File: config.mk
export PLATFORM = sky130hd
export DESIGN_NAME = sar_conv_ctrl
export DESIGN_NICKNAME = d
export VERILOG_FILES = /design/src/rtl/sar_conv_pkg.sv /design/src/rtl/sar_trig_mux.sv /design/src/rtl/sar_sequencer.sv /design/src/rtl/sar_bit_engine.sv /design/src/rtl/sar_eoc_flags.sv /design/src/rtl/sar_conv_ctrl.sv
export SDC_FILE = /design/constraint.sdc
export NUM_CORES = 1
export LEC_CHECK = 0
export CAP_MARGIN = 25
export CELL_PAD_IN_SITES_DETAIL_PLACEMENT = 1
export CELL_PAD_IN_SITES_GLOBAL_PLACEMENT = 2
export CORE_UTILIZATION = 39
export CTS_CLUSTER_DIAMETER = 30
export DETAILED_ROUTE_END_ITERATION = 7
export DONT_BUFFER_PORTS = 1
export PLACE_DENSITY_LB_ADDON = 0.1
export SLEW_MARGIN = 20
export SYNTH_ARGS = -nofsm -noshare
export SYNTH_HDL_FRONTEND = slang
export SYNTH_SLANG_ARGS = --single-unit
File: constraint.sdc
create_clock -name clk -period 9.82 [get_ports clk]
set_input_delay 1.473 -clock clk [delete_from_list [all_inputs] [get_ports clk]]
set_output_delay 1.473 -clock clk [all_outputs]
set_load 0.05 [all_outputs]
File: src/rtl/sar_conv_pkg.sv
// Shared types for the successive-approximation conversion sequencer.
// Assumes nothing beyond IEEE 1800-2017 enum support.
package sar_conv_pkg;
    typedef enum logic [1:0] {
        PH_IDLE    = 2'd0,
        PH_SAMPLE  = 2'd1,
        PH_RESOLVE = 2'd2
    } phase_t;

    typedef enum logic [1:0] {
        TRG_SOFT  = 2'd0,
        TRG_TIMER = 2'd1,
        TRG_EXT   = 2'd2,
        TRG_OFF   = 2'd3
    } trig_src_t;
endpackage

File: src/rtl/sar_trig_mux.sv
// Start-source selector: passes only the chosen start line, and only while
// the sequencer is idle. Assumes start lines are synchronous to clk.
module sar_trig_mux
    import sar_conv_pkg::*;
(
    input  logic [1:0] src_sel,
    input  logic       sw_start,
    input  logic       tmr_evt,
    input  logic       ext_trig,
    input  logic       idle,
    output logic       start
);
    logic picked;

    // Choose the live start line by source code.
    always_comb begin
        case (trig_src_t'(src_sel))
            TRG_SOFT:  picked = sw_start;
            TRG_TIMER: picked = tmr_evt;
            TRG_EXT:   picked = ext_trig;
            default:   picked = 1'b0;
        endcase
    end

    // Requests seen while a sequence runs are dropped here.
    assign start = picked & idle;
endmodule

File: src/rtl/sar_sequencer.sv
// Phase sequencer: walks the scan slot list, times each sample phase from the
// clamped per-channel sample time and hands over to the bit engine.
// Assumes configuration stays stable while a sequence is running.
module sar_sequencer
    import sar_conv_pkg::*;
#(
    parameter int NCH     = 16,
    parameter int NSEQ    = 4,
    parameter int SMP_W   = 9,
    parameter int SMP_MIN = 3,
    parameter int SMP_MAX = 480,
    localparam int CH_W   = (NCH > 1) ? $clog2(NCH) : 1,
    localparam int SLOT_W = (NSEQ > 1) ? $clog2(NSEQ) : 1,
    localparam int LEN_W  = $clog2(NSEQ + 1)
) (
    input  logic                  clk,
    input  logic                  rst_n,
    input  logic                  start,
    input  logic [LEN_W-1:0]      seq_len,
    input  logic [NSEQ*CH_W-1:0]  seq_list,
    input  logic [NCH*SMP_W-1:0]  smp_times,
    input  logic                  last_bit,
    output phase_t                phase,
    output logic [CH_W-1:0]       cur_ch,
    output logic                  load,
    output logic                  done
);
    localparam logic [SMP_W-1:0] SMP_LO  = SMP_W'(SMP_MIN);
    localparam logic [SMP_W-1:0] SMP_HI  = SMP_W'(SMP_MAX);
    localparam logic [LEN_W-1:0] LEN_TOP = LEN_W'(NSEQ);

    logic [CH_W-1:0]   slot_ch [NSEQ];
    logic [SMP_W-1:0]  smp_eff [NCH];
    logic [SLOT_W-1:0] slot;
    logic [SLOT_W-1:0] slot_nxt;
    logic [SMP_W-1:0]  cnt;
    logic [LEN_W-1:0]  eff_len;
    logic              final_slot;

    // Unpack the slot list into channel numbers.
    for (genvar k = 0; k < NSEQ; k++) begin : g_slot
        assign slot_ch[k] = seq_list[k*CH_W +: CH_W];
    end

    // Clamp each channel's sample time into the legal window.
    for (genvar c = 0; c < NCH; c++) begin : g_smp
        logic [SMP_W-1:0] raw;
        assign raw = smp_times[c*SMP_W +: SMP_W];
        assign smp_eff[c] = (raw < SMP_LO) ? SMP_LO :
                            (raw > SMP_HI) ? SMP_HI : raw;
    end

    // Effective sequence length: zero counts as one, excess saturates.
    always_comb begin
        if (seq_len == '0)          eff_len = LEN_W'(1);
        else if (seq_len > LEN_TOP) eff_len = LEN_TOP;
        else                        eff_len = seq_len;
    end

    assign slot_nxt   = slot + SLOT_W'(1);
    assign final_slot = (LEN_W'(slot) + LEN_W'(1)) >= eff_len;
    assign load       = (phase == PH_SAMPLE) && (cnt == '0);
    assign done       = (phase == PH_RESOLVE) && last_bit;

    // Phase, slot, channel and sample-counter state machine.
    always_ff @(posedge clk) begin
        if (!rst_n) begin
            phase  <= PH_IDLE;
            slot   <= '0;
            cnt    <= '0;
            cur_ch <= '0;
        end else begin
            case (phase)
                PH_IDLE: begin
                    if (start) begin
                        phase  <= PH_SAMPLE;
                        slot   <= '0;
                        cur_ch <= slot_ch[0];
                        cnt    <= smp_eff[slot_ch[0]] - SMP_W'(1);
                    end
                end
                PH_SAMPLE: begin
                    if (cnt == '0) phase <= PH_RESOLVE;
                    else           cnt   <= cnt - SMP_W'(1);
                end
                PH_RESOLVE: begin
                    if (last_bit) begin
                        if (final_slot) begin
                            phase <= PH_IDLE;
                        end else begin
                            phase  <= PH_SAMPLE;
                            slot   <= slot_nxt;
                            cur_ch <= slot_ch[slot_nxt];
                            cnt    <= smp_eff[slot_ch[slot_nxt]] - SMP_W'(1);
                        end
                    end
                end
                default: phase <= PH_IDLE;
            endcase
        end
    end
endmodule

File: src/rtl/sar_bit_engine.sv
// Bitwise search register: loads the half-scale trial, then on each step keeps
// or drops the bit under test and arms the next lower one. Assumes load and
// step never coincide.
module sar_bit_engine #(
    parameter int RES_W   = 12,
    localparam int IDX_W  = $clog2(RES_W)
) (
    input  logic             clk,
    input  logic             rst_n,
    input  logic             load,
    input  logic             step,
    input  logic             cmp_in,
    output logic [RES_W-1:0] code,
    output logic             last_bit,
    output logic [RES_W-1:0] final_code
);
    localparam logic [RES_W-1:0] HALF  = RES_W'(1) << (RES_W - 1);
    localparam logic [IDX_W-1:0] TOP_I = IDX_W'(RES_W - 1);

    logic [IDX_W-1:0] idx;
    logic [RES_W-1:0] bit_mask;

    assign bit_mask   = RES_W'(1) << idx;
    assign last_bit   = (idx == '0);
    assign final_code = cmp_in ? code : (code & ~bit_mask);

    // Trial register update: load half scale, then resolve one bit per step.
    always_ff @(posedge clk) begin
        if (!rst_n) begin
            code <= '0;
            idx  <= '0;
        end else if (load) begin
            code <= HALF;
            idx  <= TOP_I;
        end else if (step) begin
            if (idx != '0) begin
                code <= (final_code | (bit_mask >> 1));
                idx  <= idx - IDX_W'(1);
            end else begin
                code <= final_code;
            end
        end
    end
endmodule

File: src/rtl/sar_eoc_flags.sv
// Result register with end-of-conversion and overrun flags. A completion wins
// over a clear in the same cycle. Assumes done is a single-cycle pulse.
module sar_eoc_flags #(
    parameter int RES_W = 12,
    parameter int CH_W  = 4
) (
    input  logic             clk,
    input  logic             rst_n,
    input  logic             done,
    input  logic [RES_W-1:0] final_code,
    input  logic [CH_W-1:0]  cur_ch,
    input  logic             rd_result,
    input  logic             eoc_clr,
    output logic [RES_W-1:0] result,
    output logic [CH_W-1:0]  result_ch,
    output logic             eoc,
    output logic             ovr
);
    logic clr_any;
    assign clr_any = rd_result | eoc_clr;

    // Capture the finished code and its channel.
    always_ff @(posedge clk) begin
        if (!rst_n) begin
            result    <= '0;
            result_ch <= '0;
        end else if (done) begin
            result    <= final_code;
            result_ch <= cur_ch;
        end
    end

    // End-of-conversion flag: set on completion, else cleared by either strobe.
    always_ff @(posedge clk) begin
        if (!rst_n)       eoc <= 1'b0;
        else if (done)    eoc <= 1'b1;
        else if (clr_any) eoc <= 1'b0;
    end

    // Sticky overrun: unread result overwritten; only the clear strobe drops it.
    always_ff @(posedge clk) begin
        if (!rst_n)                         ovr <= 1'b0;
        else if (done && eoc && !clr_any)   ovr <= 1'b1;
        else if (eoc_clr)                   ovr <= 1'b0;
    end
endmodule

File: src/rtl/sar_conv_ctrl.sv
// Top of the successive-approximation conversion sequencer: start-source
// selection, per-channel sample timing, ordered scan and bitwise search with
// result flags. Assumes an external DAC and comparator settle within a cycle.
module sar_conv_ctrl
    import sar_conv_pkg::*;
#(
    parameter int RES_W   = 12,
    parameter int NCH     = 16,
    parameter int NSEQ    = 4,
    parameter int SMP_W   = 9,
    parameter int SMP_MIN = 3,
    parameter int SMP_MAX = 480,
    localparam int CH_W   = (NCH > 1) ? $clog2(NCH) : 1,
    localparam int LEN_W  = $clog2(NSEQ + 1)
) (
    input  logic                 clk,
    input  logic                 rst_n,
    input  logic [1:0]           cfg_trig_src,
    input  logic                 sw_start,
    input  logic                 tmr_evt,
    input  logic                 ext_trig,
    input  logic [LEN_W-1:0]     cfg_seq_len,
    input  logic [NSEQ*CH_W-1:0] cfg_seq_list,
    input  logic [NCH*SMP_W-1:0] cfg_smp_time,
    input  logic                 cmp_in,
    input  logic                 rd_result,
    input  logic                 eoc_clr,
    output logic                 sh_hold,
    output logic [RES_W-1:0]     dac_code,
    output logic [CH_W-1:0]      ch_sel,
    output logic                 busy,
    output logic                 eoc,
    output logic                 ovr,
    output logic [RES_W-1:0]     result,
    output logic [CH_W-1:0]      result_ch
);
    phase_t           phase;
    logic             start;
    logic             load;
    logic             conv_done;
    logic             last_bit;
    logic [RES_W-1:0] final_code;

    assign busy    = (phase != PH_IDLE);
    assign sh_hold = (phase == PH_SAMPLE);

    sar_trig_mux u_trig (
        .src_sel  (cfg_trig_src),
        .sw_start (sw_start),
        .tmr_evt  (tmr_evt),
        .ext_trig (ext_trig),
        .idle     (!busy),
        .start    (start)
    );

    sar_sequencer #(
        .NCH(NCH), .NSEQ(NSEQ), .SMP_W(SMP_W),
        .SMP_MIN(SMP_MIN), .SMP_MAX(SMP_MAX)
    ) u_seq (
        .clk       (clk),
        .rst_n     (rst_n),
        .start     (start),
        .seq_len   (cfg_seq_len),
        .seq_list  (cfg_seq_list),
        .smp_times (cfg_smp_time),
        .last_bit  (last_bit),
        .phase     (phase),
        .cur_ch    (ch_sel),
        .load      (load),
        .done      (conv_done)
    );

    sar_bit_engine #(.RES_W(RES_W)) u_eng (
        .clk        (clk),
        .rst_n      (rst_n),
        .load       (load),
        .step       (phase == PH_RESOLVE),
        .cmp_in     (cmp_in),
        .code       (dac_code),
        .last_bit   (last_bit),
        .final_code (final_code)
    );

    sar_eoc_flags #(.RES_W(RES_W), .CH_W(CH_W)) u_flags (
        .clk        (clk),
        .rst_n      (rst_n),
        .done       (conv_done),
        .final_code (final_code),
        .cur_ch     (ch_sel),
        .rd_result  (rd_result),
        .eoc_clr    (eoc_clr),
        .result     (result),
        .result_ch  (result_ch),
        .eoc        (eoc),
        .ovr        (ovr)
    );
endmodule

==> impl_metrics.toml <==
[logic_synthesis]
yosysTopAreaCell = "mux4_2"
syn_inst = 760
synth-seq-area-share = 0.1710
syn-num-nets = 943
synth.avg_cell_area_sq_um = 7.856
ys_seq_elements = 51
ys_top_cells_by_area = "mux4_2 (20%), dfxtp_1 (17%), nand2_1 (8.9%)"
synth_top_area_share = 0.2037
synth_edf_count = 0
synth_flop_cell = "dfxtp_1"
synthArstFlopShare = 0
yosysUniqueCellTypes = 72
syn_area_sq_um = 5971
yosysWarningCount = 0

[critical_path]
cp_data_arrival_time_ns = 4.67
critPathRequiredTime_ns = 10.02
cp_slowest_stage_delay_ns = 0.77
worst-path-buf-inv = 1
cp_slowest_cell = "mux4_2"
cp-start-kind = "flip-flop"
crit_type = "flip-flop to flip-flop"
crit_path_cell_trace = "ha_1 -> mux4_2 -> buf_12 -> nor2b_1 -> a22oi_1 -> a31oi_1 -> o311ai_1 -> nand4_1 -> ha_1 -> nand4_1 -> nor4_2 -> a211oi_1 -> nor3b_1"
crit_fanout = 34
cp_top_family = "simple AND/OR/NAND/NOR gates"
endpoint_kind = "flip-flop"

[global_route]
antenna_found_initial = 1
grt_usage = 0.3597
gr-total-overflow = 0
grt_start_max_net_pins = 45
grt_pass1_wl_um = 43090
grt_pass1_vias = 6888

[power_and_ir_drop]
power.leakage_nw = 2.132
peakVddDrop_uv = 99.43
power.density_nw_per_um2 = 167.2

[placement]
portBuffers = 0
place_hpwl_um = 22940
place_congestion = 1.001
place_ws_ns = 5.100

[timing]
worst_slack_ns = 5.358
fin_skew_ns = 0.01055
fin_tns_setup_ns = 0
final-setup-viol-count = 0
maxSlewViolCount = 0
worstMarginPinSlew_ns = 0.9737
fmax_ghz = 0.2241
grt_setup_unrepaired = "no"
min_period_over_period = 0.4544
holdWs_ns = 0.5295
hold_viol_final = 0
slew_headroom = 0.3449
min_period_ns = 4.462

[cells_and_area]
nNetsFinal = 907
antenna_cells = 0
drive_gt1_frac = 0.1131
utilization = 0.4210
syn2layout_area_growth_pct = 4.024

[clock_network]
cts.sinks = 51
cts_max_level = 2
postCtsSetupRepairBufs = 0
clock_latency_ns = 0.30
numCtsBuffers = 5
cts-resized-gates = 0
postCtsHoldBufs = 0
cts_root_buffer = "clkbuf_16"
clk_pin_slew_ns = 0.07
cts_tree = "built"
clockBufferDepth = 2

[run]
timing.max_cap.violations = 0

[floorplan]
initial_utilization = 0.4047
die_height_um = 125.7
core_sq_um = 14750
die_w_um = 125.7
dieArea_sq_um = 15810
num_io_pins = 209
rows = 44

[hold_path]
min_path_type = "flip-flop to flip-flop"

[drt]
dr.first_iter.drc_count = 619
ant_nets = 0
drt_pass1_iterations = 5
drt-wirelength-per-cell_um = 31.47
route.detailed.drc = 0
routed_wl_um = 28600
avgViaCountPerCell = 7.485
vias = 6804

[outcome]
status = "completed"
[report_power, final]
group | internal, mW | total, mW | switching, mW
Sequential | 0.239 | 0.314 | 0.0749
Combinational | 0.196 | 0.541 | 0.345
Clock | 0.0974 | 0.184 | 0.0862
Total | 0.533 | 1.04 | 0.506
[final cells by class]
cell class	count	area, sq um
Multi-Input combinational cell	639	4653
Fill cell	1800	8543
Clock inverter	3	28.78
Tap cell	184	230.2
Clock buffer	5	125.1
Sequential cell	51	1021
Timing Repair Buffer	5	70.07
Inverter	22	82.58
[Yosys cell counts, drive strengths merged (5+ instances only)]
cell    number
a22oi        9
o211ai       6
nor2        45
o22ai        8
inv         20
mux4        54
and2         5
a32oi       22
clkbuf      24
nor3        21
nand3       50
dfxtp       51
a221o        5
o21ai       40
a31oi       10
mux2i       30
nor4        17
buf         24
ha          10
a21oi       59
o31ai        5
nand4       28
nand2      141
a211oi       8
[metal layers]
| metal | wire, um | up-vias | share of wire | track usage |
|---|---|---|---|---|
| li1 | - | 2907 | - | - |
| met1 | 11320 | 3370 | 0.40 | 0.4481 |
| met2 | 13100 | 440 | 0.46 | 0.5938 |
| met3 | 2940 | 85 | 0.10 | 0.09941 |
| met4 | 1224 | 2 | 0.043 | 0.1339 |
| met5 | 12 | - | 0.00042 | 0 |
[tightest hold or removal path, cell delays in order (launching register included)]
cell and delay, ns:
dfxtp_1 0.33, nor2_1 0.10, a311oi_1 0.05
[stage by stage]
step	instance area [sq um]	total power, mW	instances
after global routing	6211	1.096	909
after floorplan	5971	0.6963	760
after CTS	6163	1.026	907
final	6211	1.039	909
after global placement	6010	0.8332	899
after detailed placement	6010	0.8406	899
[cells by family after synthesis]
kind of cell / synth area share
compound gates: 0.2335
xor+xnor: 0.002934
fa+ha+maj: 0.02096
buf+inv: 0.04966
flops: 0.1710
mux: 0.2615
simple gates: 0.2605
[worst paths after layout]
check / slack (ns) / depth (start not counted) / startpoint / to
setup / recovery: 5.36 / 13 / u_seq.slot[0] / u_seq.cnt[8]
hold / removal: 0.53 / 2 / u_seq.cnt[4] / u_seq.cnt[4]
hold reg to reg: 0.53 / 2 / u_seq.cnt[4] / u_seq.cnt[4]
setup reg to reg: 5.36 / 13 / u_seq.slot[0] / u_seq.cnt[8]
[placed cells by master (no fill, tap or decap), drive strengths merged, types with 5 or more instances in the layout]
| cell | Yosys | layout |
|---|---|---|
| nand2 | 141 | 141 |
| a21oi | 59 | 59 |
| mux4 | 54 | 54 |
| dfxtp | 51 | 51 |
| nand3 | 50 | 50 |
| nor2 | 45 | 45 |
| o21ai | 40 | 40 |
| mux2i | 30 | 30 |
| nand4 | 28 | 28 |
| a32oi | 22 | 22 |
| nor3 | 21 | 21 |
| inv | 20 | 21 |
| nor4 | 17 | 17 |
| a31oi | 10 | 10 |
| ha | 10 | 10 |
| a22oi | 9 | 9 |
| o22ai | 8 | 8 |
| a211oi | 8 | 8 |
| o211ai | 6 | 6 |
| a221o | 5 | 5 |
| o31ai | 5 | 5 |
| clkbuf | 24 | 5 |
| and2 | 5 | 5 |
| buf | 24 | 5 |
[state kept, by name, summed over array words and instances (netlist names)]
signal,flops
u_seq.slot,2
u_eng.code,12
u_flags.ovr,1
u_seq.phase,2
u_flags.result_ch,4
u_seq.cur_ch,4
u_eng.idx,4
u_seq.cnt,9
u_flags.result,12
u_flags.eoc,1
Power figures use the tool's default switching activity.
